==> config.mk <==
export PLATFORM = sky130hd
export DESIGN_NAME = scl_divgen
export DESIGN_NICKNAME = d
export VERILOG_FILES = /design/src/rtl/scl_div_pkg.sv /design/src/rtl/scl_cfg_hold.sv /design/src/rtl/scl_prescaler.sv /design/src/rtl/scl_phase_timer.sv /design/src/rtl/scl_divgen.sv
export SDC_FILE = /design/constraint.sdc
export NUM_CORES = 1
export LEC_CHECK = 0
export BUFFER_PORTS_ARGS = -buffer_cell sky130_fd_sc_hd__buf_4
export CAP_MARGIN = 20
export CORE_MARGIN = 3
export CORE_UTILIZATION = 55
export CTS_CLUSTER_SIZE = 40
export DETAILED_ROUTE_END_ITERATION = 12
export PLACE_DENSITY_LB_ADDON = 0.3
export SLEW_MARGIN = 0
export SYNTH_ARGS = -nofsm -noshare
export SYNTH_HDL_FRONTEND = slang
export SYNTH_SLANG_ARGS = --single-unit
==> constraint.sdc <==
create_clock -name clk -period 3.3 [get_ports clk]
set_input_delay 0.495 -clock clk [delete_from_list [all_inputs] [get_ports clk]]
set_output_delay 0.495 -clock clk [all_outputs]
set_load 0.02 [all_outputs]
==> src/rtl/scl_div_pkg.sv <==
package scl_div_pkg;

   typedef enum logic [1:0] {
      PH_IDLE = 2'd0,
      PH_LOW  = 2'd1,
      PH_HIGH = 2'd2
   } phase_e;

   // per-phase overhead in module ticks, chosen by the prescaler setting
   function automatic logic [3:0] ovh_of(input logic [31:0] psc);
      if (psc == 32'd0)      return 4'd7;
      else if (psc == 32'd1) return 4'd6;
      else                   return 4'd5;
   endfunction

endpackage

==> src/rtl/scl_cfg_hold.sv <==
module scl_cfg_hold
   import scl_div_pkg::*;
#(
   parameter int CNT_W     = 16,
   parameter int FIXED_OVH = 0,
   localparam int PH_W     = CNT_W + 1
)(
   input  logic             clk,
   input  logic             rst_n,
   input  logic             rel_en,
   input  logic [CNT_W-1:0] psc_in,
   input  logic [CNT_W-1:0] low_in,
   input  logic [CNT_W-1:0] high_in,
   output logic [CNT_W-1:0] psc_q,
   output logic [PH_W-1:0]  low_len,
   output logic [PH_W-1:0]  high_len,
   output logic             hi_zero
);

   logic [3:0] ovh;

   generate
      if (FIXED_OVH == 0) begin : g_ovh_psc
         assign ovh = ovh_of(32'(psc_in));
      end else begin : g_ovh_fixed
         assign ovh = 4'(FIXED_OVH);
      end
   endgenerate

   always_ff @(posedge clk or negedge rst_n) begin
      if (!rst_n) begin
         psc_q    <= '0;
         low_len  <= '0;
         high_len <= '0;
         hi_zero  <= 1'b1;
      end else if (!rel_en) begin
         psc_q    <= psc_in;
         low_len  <= PH_W'(low_in) + PH_W'(ovh);
         high_len <= PH_W'(high_in) + PH_W'(ovh);
         hi_zero  <= (high_in == '0);
      end
   end


   cfg_frozen_chk: assert property (@(posedge clk) disable iff (!rst_n)
      (rel_en && $past(rel_en)) |->
         ($stable(low_len) && $stable(high_len) && $stable(psc_q) && $stable(hi_zero)));

endmodule

==> src/rtl/scl_prescaler.sv <==
module scl_prescaler #(
   parameter int CNT_W = 16
)(
   input  logic             clk,
   input  logic             rst_n,
   input  logic             rel_en,
   input  logic [CNT_W-1:0] psc_q,
   output logic             tick
);

   logic [CNT_W-1:0] pc;

   always_ff @(posedge clk or negedge rst_n) begin
      if (!rst_n) begin
         pc   <= '0;
         tick <= 1'b0;
      end else if (!rel_en) begin
         pc   <= '0;
         tick <= 1'b0;
      end else if (pc == psc_q) begin
         pc   <= '0;
         tick <= 1'b1;
      end else begin
         pc   <= pc + CNT_W'(1);
         tick <= 1'b0;
      end
   end


   tick_off_in_reset_chk: assert property (@(posedge clk) disable iff (!rst_n)
      !rel_en |=> !tick);


   tick_single_chk: assert property (@(posedge clk) disable iff (!rst_n)
      (tick && psc_q != '0 && rel_en) |=> !tick);

endmodule

==> src/rtl/scl_phase_timer.sv <==
module scl_phase_timer
   import scl_div_pkg::*;
#(
   parameter int CNT_W = 16,
   localparam int PH_W = CNT_W + 1
)(
   input  logic            clk,
   input  logic            rst_n,
   input  logic            rel_en,
   input  logic            run_req,
   input  logic            tick,
   input  logic [PH_W-1:0] low_len,
   input  logic [PH_W-1:0] high_len,
   input  logic            hi_zero,
   output logic            scl,
   output logic            chg_stb,
   output logic            smp_stb
);

   phase_e          st;
   logic [PH_W-1:0] cnt;
   logic [PH_W-1:0] half;
   logic            go_on;

   assign half  = low_len >> 1;
   assign go_on = run_req && !hi_zero;
   assign scl   = (st != PH_LOW);

   always_ff @(posedge clk or negedge rst_n) begin
      if (!rst_n) begin
         st      <= PH_IDLE;
         cnt     <= '0;
         chg_stb <= 1'b0;
         smp_stb <= 1'b0;
      end else if (!rel_en) begin
         st      <= PH_IDLE;
         cnt     <= '0;
         chg_stb <= 1'b0;
         smp_stb <= 1'b0;
      end else begin
         chg_stb <= 1'b0;
         smp_stb <= 1'b0;
         if (tick) begin
            case (st)
               PH_IDLE: begin
                  if (go_on) begin
                     st  <= PH_LOW;
                     cnt <= '0;
                  end
               end
               PH_LOW: begin
                  if (cnt == half - PH_W'(1)) chg_stb <= 1'b1;
                  if (cnt == low_len - PH_W'(1)) begin
                     st      <= PH_HIGH;
                     cnt     <= '0;
                     smp_stb <= 1'b1;
                  end else begin
                     cnt <= cnt + PH_W'(1);
                  end
               end
               PH_HIGH: begin
                  if (cnt == high_len - PH_W'(1)) begin
                     st  <= go_on ? PH_LOW : PH_IDLE;
                     cnt <= '0;
                  end else begin
                     cnt <= cnt + PH_W'(1);
                  end
               end
               default: begin
                  st  <= PH_IDLE;
                  cnt <= '0;
               end
            endcase
         end
      end
   end


   low_cnt_bound_chk: assert property (@(posedge clk) disable iff (!rst_n)
      (st == PH_LOW) |-> (cnt < low_len));


   high_cnt_bound_chk: assert property (@(posedge clk) disable iff (!rst_n)
      (st == PH_HIGH) |-> (cnt < high_len));


   zero_high_idle_chk: assert property (@(posedge clk) disable iff (!rst_n)
      hi_zero |-> (scl && !chg_stb && !smp_stb));


   fall_needs_run_chk: assert property (@(posedge clk) disable iff (!rst_n)
      $fell(scl) |-> $past(run_req));


   chg_in_low_chk: assert property (@(posedge clk) disable iff (!rst_n)
      chg_stb |-> !scl);


   smp_on_rise_chk: assert property (@(posedge clk) disable iff (!rst_n)
      smp_stb |-> (scl && !$past(scl)));

endmodule

==> src/rtl/scl_divgen.sv <==
module scl_divgen #(
   parameter int CNT_W     = 16,
   parameter int FIXED_OVH = 0
)(
   input  logic             clk,
   input  logic             rst_n,
   input  logic             rel_en,
   input  logic             run_req,
   input  logic [CNT_W-1:0] psc_in,
   input  logic [CNT_W-1:0] low_in,
   input  logic [CNT_W-1:0] high_in,
   output logic             mclk_en,
   output logic             scl_o,
   output logic             chg_stb,
   output logic             smp_stb
);

   localparam int PH_W = CNT_W + 1;

   generate
      if (CNT_W < 4 || CNT_W > 31) begin : g_bad_width
         $error("scl_divgen: CNT_W must lie in 4..31");
      end
      if (FIXED_OVH != 0 && (FIXED_OVH < 2 || FIXED_OVH > 15)) begin : g_bad_ovh
         $error("scl_divgen: FIXED_OVH must be 0 or lie in 2..15");
      end
   endgenerate

   logic [CNT_W-1:0] psc_q;
   logic [PH_W-1:0]  low_len;
   logic [PH_W-1:0]  high_len;
   logic             hi_zero;
   logic             tick;

   scl_cfg_hold #(.CNT_W(CNT_W), .FIXED_OVH(FIXED_OVH)) u_cfg (
      .clk      (clk),
      .rst_n    (rst_n),
      .rel_en   (rel_en),
      .psc_in   (psc_in),
      .low_in   (low_in),
      .high_in  (high_in),
      .psc_q    (psc_q),
      .low_len  (low_len),
      .high_len (high_len),
      .hi_zero  (hi_zero)
   );

   scl_prescaler #(.CNT_W(CNT_W)) u_psc (
      .clk    (clk),
      .rst_n  (rst_n),
      .rel_en (rel_en),
      .psc_q  (psc_q),
      .tick   (tick)
   );

   scl_phase_timer #(.CNT_W(CNT_W)) u_ph (
      .clk      (clk),
      .rst_n    (rst_n),
      .rel_en   (rel_en),
      .run_req  (run_req),
      .tick     (tick),
      .low_len  (low_len),
      .high_len (high_len),
      .hi_zero  (hi_zero),
      .scl      (scl_o),
      .chg_stb  (chg_stb),
      .smp_stb  (smp_stb)
   );

   assign mclk_en = tick;


   held_idle_chk: assert property (@(posedge clk) disable iff (!rst_n)
      (!rel_en && !$past(rel_en)) |-> (scl_o && !mclk_en && !chg_stb && !smp_stb));

endmodule

[Word level (Yosys, flattened, before mapping)]
Cells that the tools add are included.
Word-level totals
  register bits after elaboration: 89
  input bits: 52
  output and inout port bits: 4
  word-level logic and storage cells: 63
Operators by class
  $add $sub $neg: 7
  equal/unequal tests: 12
  muxes and demuxes: 27
  reduce and logical (&&, ||, !) cells: 7
Operators with widths (count)
  $mux W17: 5
  $eq A17 B17 Y1: 3
  $pmux W17 S3: 1
  $add A16 B4 Y17: 2
  $sub A17 B1 Y17 const B: 2
  $logic_not A16 Y1: 2
  $mux W16: 2
  $add A17 B1 Y17 const B: 1
  $sub A16 B1 Y17 const B: 1
  $add A16 B1 Y16 const B: 1
  $eq A16 B1 Y1 const B: 1
  $eq A16 B16 Y1: 1
  $mux W2: 7
  $mux W1: 11
  $ne A3 B2 Y1 const B: 3
  $pmux W2 S3: 1
  $ne A2 B1 Y1 const B: 2
  $reduce_and A4 Y1: 1
  $eq A2 B1 Y1 const B: 1
  $eq A2 B2 Y1 const B: 1
  $logic_not A2 Y1: 1
  $reduce_and A2 Y1: 1
  $logic_and A1 B1 Y1: 1
  $logic_not A1 Y1: 1

[Depth between registers and ports, before layout]
  depth after elaboration: 7
  depth in mapped cells: 14
  mapped depth without buffers: 10

[Hierarchy]
From an unflattened synthesis, not the netlist that was laid out.
Second synthesis, totals
  cell total of the unflattened synthesis: 757
  area, all modules: 6628.9 µm²
Modules (own cells, without submodules)
  scl_phase_timer: instances 1, cells each 420, area each 3062.9 µm², sequential area each 525.5 µm²
  scl_cfg_hold: instances 1, cells each 237, area each 2557.5 µm², sequential area each 1277.5 µm²
  scl_prescaler: instances 1, cells each 100, area each 1008.5 µm², sequential area each 425.4 µm²

[Worst setup path before layout]
No wires, ideal clock.
  path type: register to register
  from: register u_cfg.high_len[5]
  to: register u_ph.cnt[14]
  library setup time: 0.142 ns
  data arrival time: 2.878 ns
  data required time: 3.158 ns
  path slack: 0.280 ns
  cell stages (with the launch flop): 11
  path buffers: 2
  period minus slack after synthesis: 3.020 ns
  cell sequence: dfrtp_1 > buf_2 > or4_4 > or4_1 > xnor2_1 > nor4_1 > o31ai_1 > o41a_4 > o21ai_4 > buf_6 > o311ai_1
Between the ends
  cells in the longest elaborated chain, start to end: 6
RTL lines
  from (decl): line scl_cfg_hold.sv:16  | output logic [PH_W-1:0] high_len,
  from (signal assigned): line scl_cfg_hold.sv:39  | high_len <= PH_W'(high_in) + PH_W'(ovh);
  $sub A17 B1 Y17: line scl_phase_timer.sv:62  | if (cnt == high_len - PH_W'(1)) begin
  $eq A17 B17 Y1: line scl_phase_timer.sv:62
  $mux W17: line scl_phase_timer.sv:62
  $pmux W17 S3: line scl_phase_timer.sv:44  | case (st)
  $mux W17: line scl_phase_timer.sv:43  | if (tick) begin
  $mux W17: line scl_phase_timer.sv:35  | end else if (!rel_en) begin
  to (signal assigned): line scl_phase_timer.sv:58  | cnt <= cnt + PH_W'(1);
  to (signal assigned): line scl_phase_timer.sv:66  | cnt <= cnt + PH_W'(1);
  to (decl): line scl_phase_timer.sv:21  | logic [PH_W-1:0] cnt;
No other way between the ends. The select of a mux whose other input is x is not followed.
A chain may end at the register's enable or synchronous reset.

[Worst setup path in the final report]
  from: register u_cfg.high_len[4]
  to: register u_ph.cnt[8]
Same word-level chain as after synthesis.

==> out/results.tsv <==
metric	value	unit
outcome	finished clean	
1st-iter DRT viols	339	
max_cap viols	0	
number of global-route vias before repair	5742	
synth warn	0	
Tightest Pin Transition	0.751	ns
placed inst area	6970	sq um
Post-synth EDFFs	0	
H-tree Lvls	3	
r2r worst-path depth	9	
total vias in the final route	5570	
Detailed Routing Iterations Pass 1	5	
# fillers	925	
critical path class	flip-flop to flip-flop	
Post-Route WL	15900	microns
Clock Latency Late Sink	0.35	ns
crit end category	flip-flop	
routed vias/inst	6.03	
final net count	846	
clk_skew	0.00795	ns
biggest area consumer among synthesized cells	dfrtp_1	
Starting Density	57.6	%
CP max FO	13	
Root Driver	clkbuf_16	
max frequency	321	MHz
TritonCTS clock tree	built	
CP Data Arrival Time	3.32	ns
PortBufs	55	
syn avg cell area	8.66	sq um
Die X	114	microns
first-pass GRT wire length	27000	microns
Slew HR	50.0	%
initial antenna violation count	0	
Crit path required time	3.50	ns
synthesized area	6410	sq um
Core Area	11100	sq um
grt ovf	0	
Num CTS Buffers	9	
Synth Flop Type	dfrtp_1	
CTS Sinks	89	
Ant. Diodes	0	
gr usage total	25.7	%
syn nets	808	
area growth from synthesis to layout	13.5	%
pwr dens	376	nW/um^2
Area contributors post-synth	dfrtp_1, xor2_1, xnor2_1	
CTS hold repair buffers	0	
endpoints failing setup	0	
reg-to-reg critical path endpoint	u_ph.cnt[8]	
wire per inst	17.2	microns
Hold Path Class	primary input to asynchronous set/reset pin	
Final period util	94.5	%
Site Rows	38	
gpl congestion	0.925	
sequential share of the synthesized area	34.8	%
DRC	0	
largest net degree at the start of global routing	85	
RSZ-0062 raised after global routing	false	
Synth Register Bits	89	
fin area	7270	sq um
Worst VDD drop	0.251	mV
share of the synthesized area in the top cell type	34.4	%
share of cells above drive strength 1	16.7	%
Final Hold Viols	0	
minimum clock period	3.12	ns
Die ar.	13000	sq um
R2R Path Start	u_cfg.high_len[4]	
most common cell in the synthesized netlist	nand2_1	
Setup Total Neg Slack	0	ns
synth unique cells	61	
Reg clk slew, reported paths	0.07	ns
fin. max-slew vios	0	
CTS max path bufs	2	
Synth Instances	740	
reg2reg setup slack	0.18	ns
share of synthesized flip-flops with an asynchronous set or reset	100	%
estimated wirelength of the detail-placed design	11800	microns
antenna viol nets, final	0	
Leakage Power	2.99	nW
critical path startpoint category	flip-flop	
Die Ht	114	microns
Ports	56	
synth cell count leaders	nand2_1, dfrtp_1, xor2_1	
==> state kept, by name, summed over array words and instances (netlist names) <==
register,cells
u_cfg.high_len,17
u_cfg.low_len,17
u_ph.cnt,17
u_cfg.psc_q,16
u_psc.pc,16
u_ph.st,2
u_cfg.hi_zero,1
u_ph.chg_stb,1
u_ph.smp_stb,1
u_psc.tick,1
==> worst max-delay path by stage <==
stage / endpoint / cells after the start / from
2_1_floorplan: u_ph.cnt[14] / 10 / u_cfg.high_len[5]
6_report: u_ph.cnt[8] / 9 / u_cfg.high_len[4]
3_5_place_dp: u_ph.cnt[9] / 11 / u_cfg.high_len[1]
3_3_place_gp: u_ph.cnt[7] / 9 / u_cfg.high_len[4]
4_1_cts: u_ph.cnt[9] / 11 / u_cfg.high_len[1]
5_1_grt: u_ph.cnt[8] / 9 / u_cfg.high_len[4]
==> repair_timing <==
| action | CTS | global route |
|---|---|---|
| endpoints found under the setup margin | 0 | 19 |
| setup buffers | 0 | 1 |
| resized for setup | 0 | 9 |
==> critical path, stage by stage, from the launching register on <==
cell and delay [ns]:
dfrtp_1 0.41, or4_4 0.54, or4_1 0.43, xnor2_1 0.14, nor4_1 0.28, o31ai_1 0.14, o41a_4 0.53, buf_4 0.20
o2111ai_2 0.18, o211ai_1 0.12
==> layout make-up <==
| type | instances | area [sq um] | area share (%) |
|---|---|---|---|
| clock buffers | 10 | 229 | 3.15 |
| clock inverters | 6 | 42.5 | 0.585 |
| inverters | 18 | 67.6 | 0.929 |
| multi-input cells | 581 | 3930 | 54.0 |
| flip-flops and latches | 89 | 2230 | 30.6 |
| well taps | 140 | 175 | 2.41 |
| repair buffers | 79 | 606 | 8.33 |
==> layer usage <==
metal  part of all wire [%]  up-vias  GRT usage, %
met5                      0        -             0
met3                    5.1       28          3.55
met2                     50      180          43.7
met1                     43     2683          33.4
met4                    1.9        0          9.50
li1                       -     2679             -
==> cells in the final DEF, fill, tap and decap left out, types with 5 or more instances in the layout <==
cell / count
nand2_1: 89
dfrtp_1: 88
buf_4: 78
xor2_1: 67
o21ai_0: 57
xnor2_1: 55
nor2_1: 49
nand3_1: 30
mux2_2: 21
nor4_1: 19
inv_1: 18
o211ai_1: 16
and3_1: 15
nor3_1: 14
nand4_1: 14
ha_1: 14
or3_1: 12
a21oi_1: 11
clkbuf_16: 9
mux2i_1: 8
or4_1: 7
o311ai_1: 7
nor2b_1: 6
o21ai_1: 5
==> metrics by stage <==
stage / worst slack, ns / hold slack [ns] / cells / util (%) / total power [mW]
floorplan: 0.280 / 0.199 / 740 / - / 1.58
global placement: 0.190 / 0.469 / 906 / 62.6 / 1.75
detailed placement: 0.0499 / 0.486 / 906 / 62.6 / 1.77
CTS: 0.0384 / 0.143 / 922 / 65.1 / 2.73
global route: 0.00804 / 0.159 / 923 / 65.4 / 2.86
finish: 0.181 / 0.124 / 923 / 65.4 / 2.73
==> power breakdown <==
group / leakage [nW] / internal (mW) / total (mW) / switching [mW]
Clock: 0.129 / 0.512 / 0.962 / 0.450
Sequential: 1.14 / 1.15 / 1.26 / 0.102
Combinational: 1.72 / 0.243 / 0.514 / 0.271
==> cell families after synthesis <==
kind of cell	Yosys count	synth area share, %
AOI/OAI and AO/OA	124	12.4
xor gates and xnor gates	122	16.7
adders and majority gates	17	3.52
buffers and inverters	70	4.34
DFF	89	34.8
muxes	29	4.94
and+or+nand+nor	289	23.3
No activity file was read; power rests on OpenSTA's default activity.
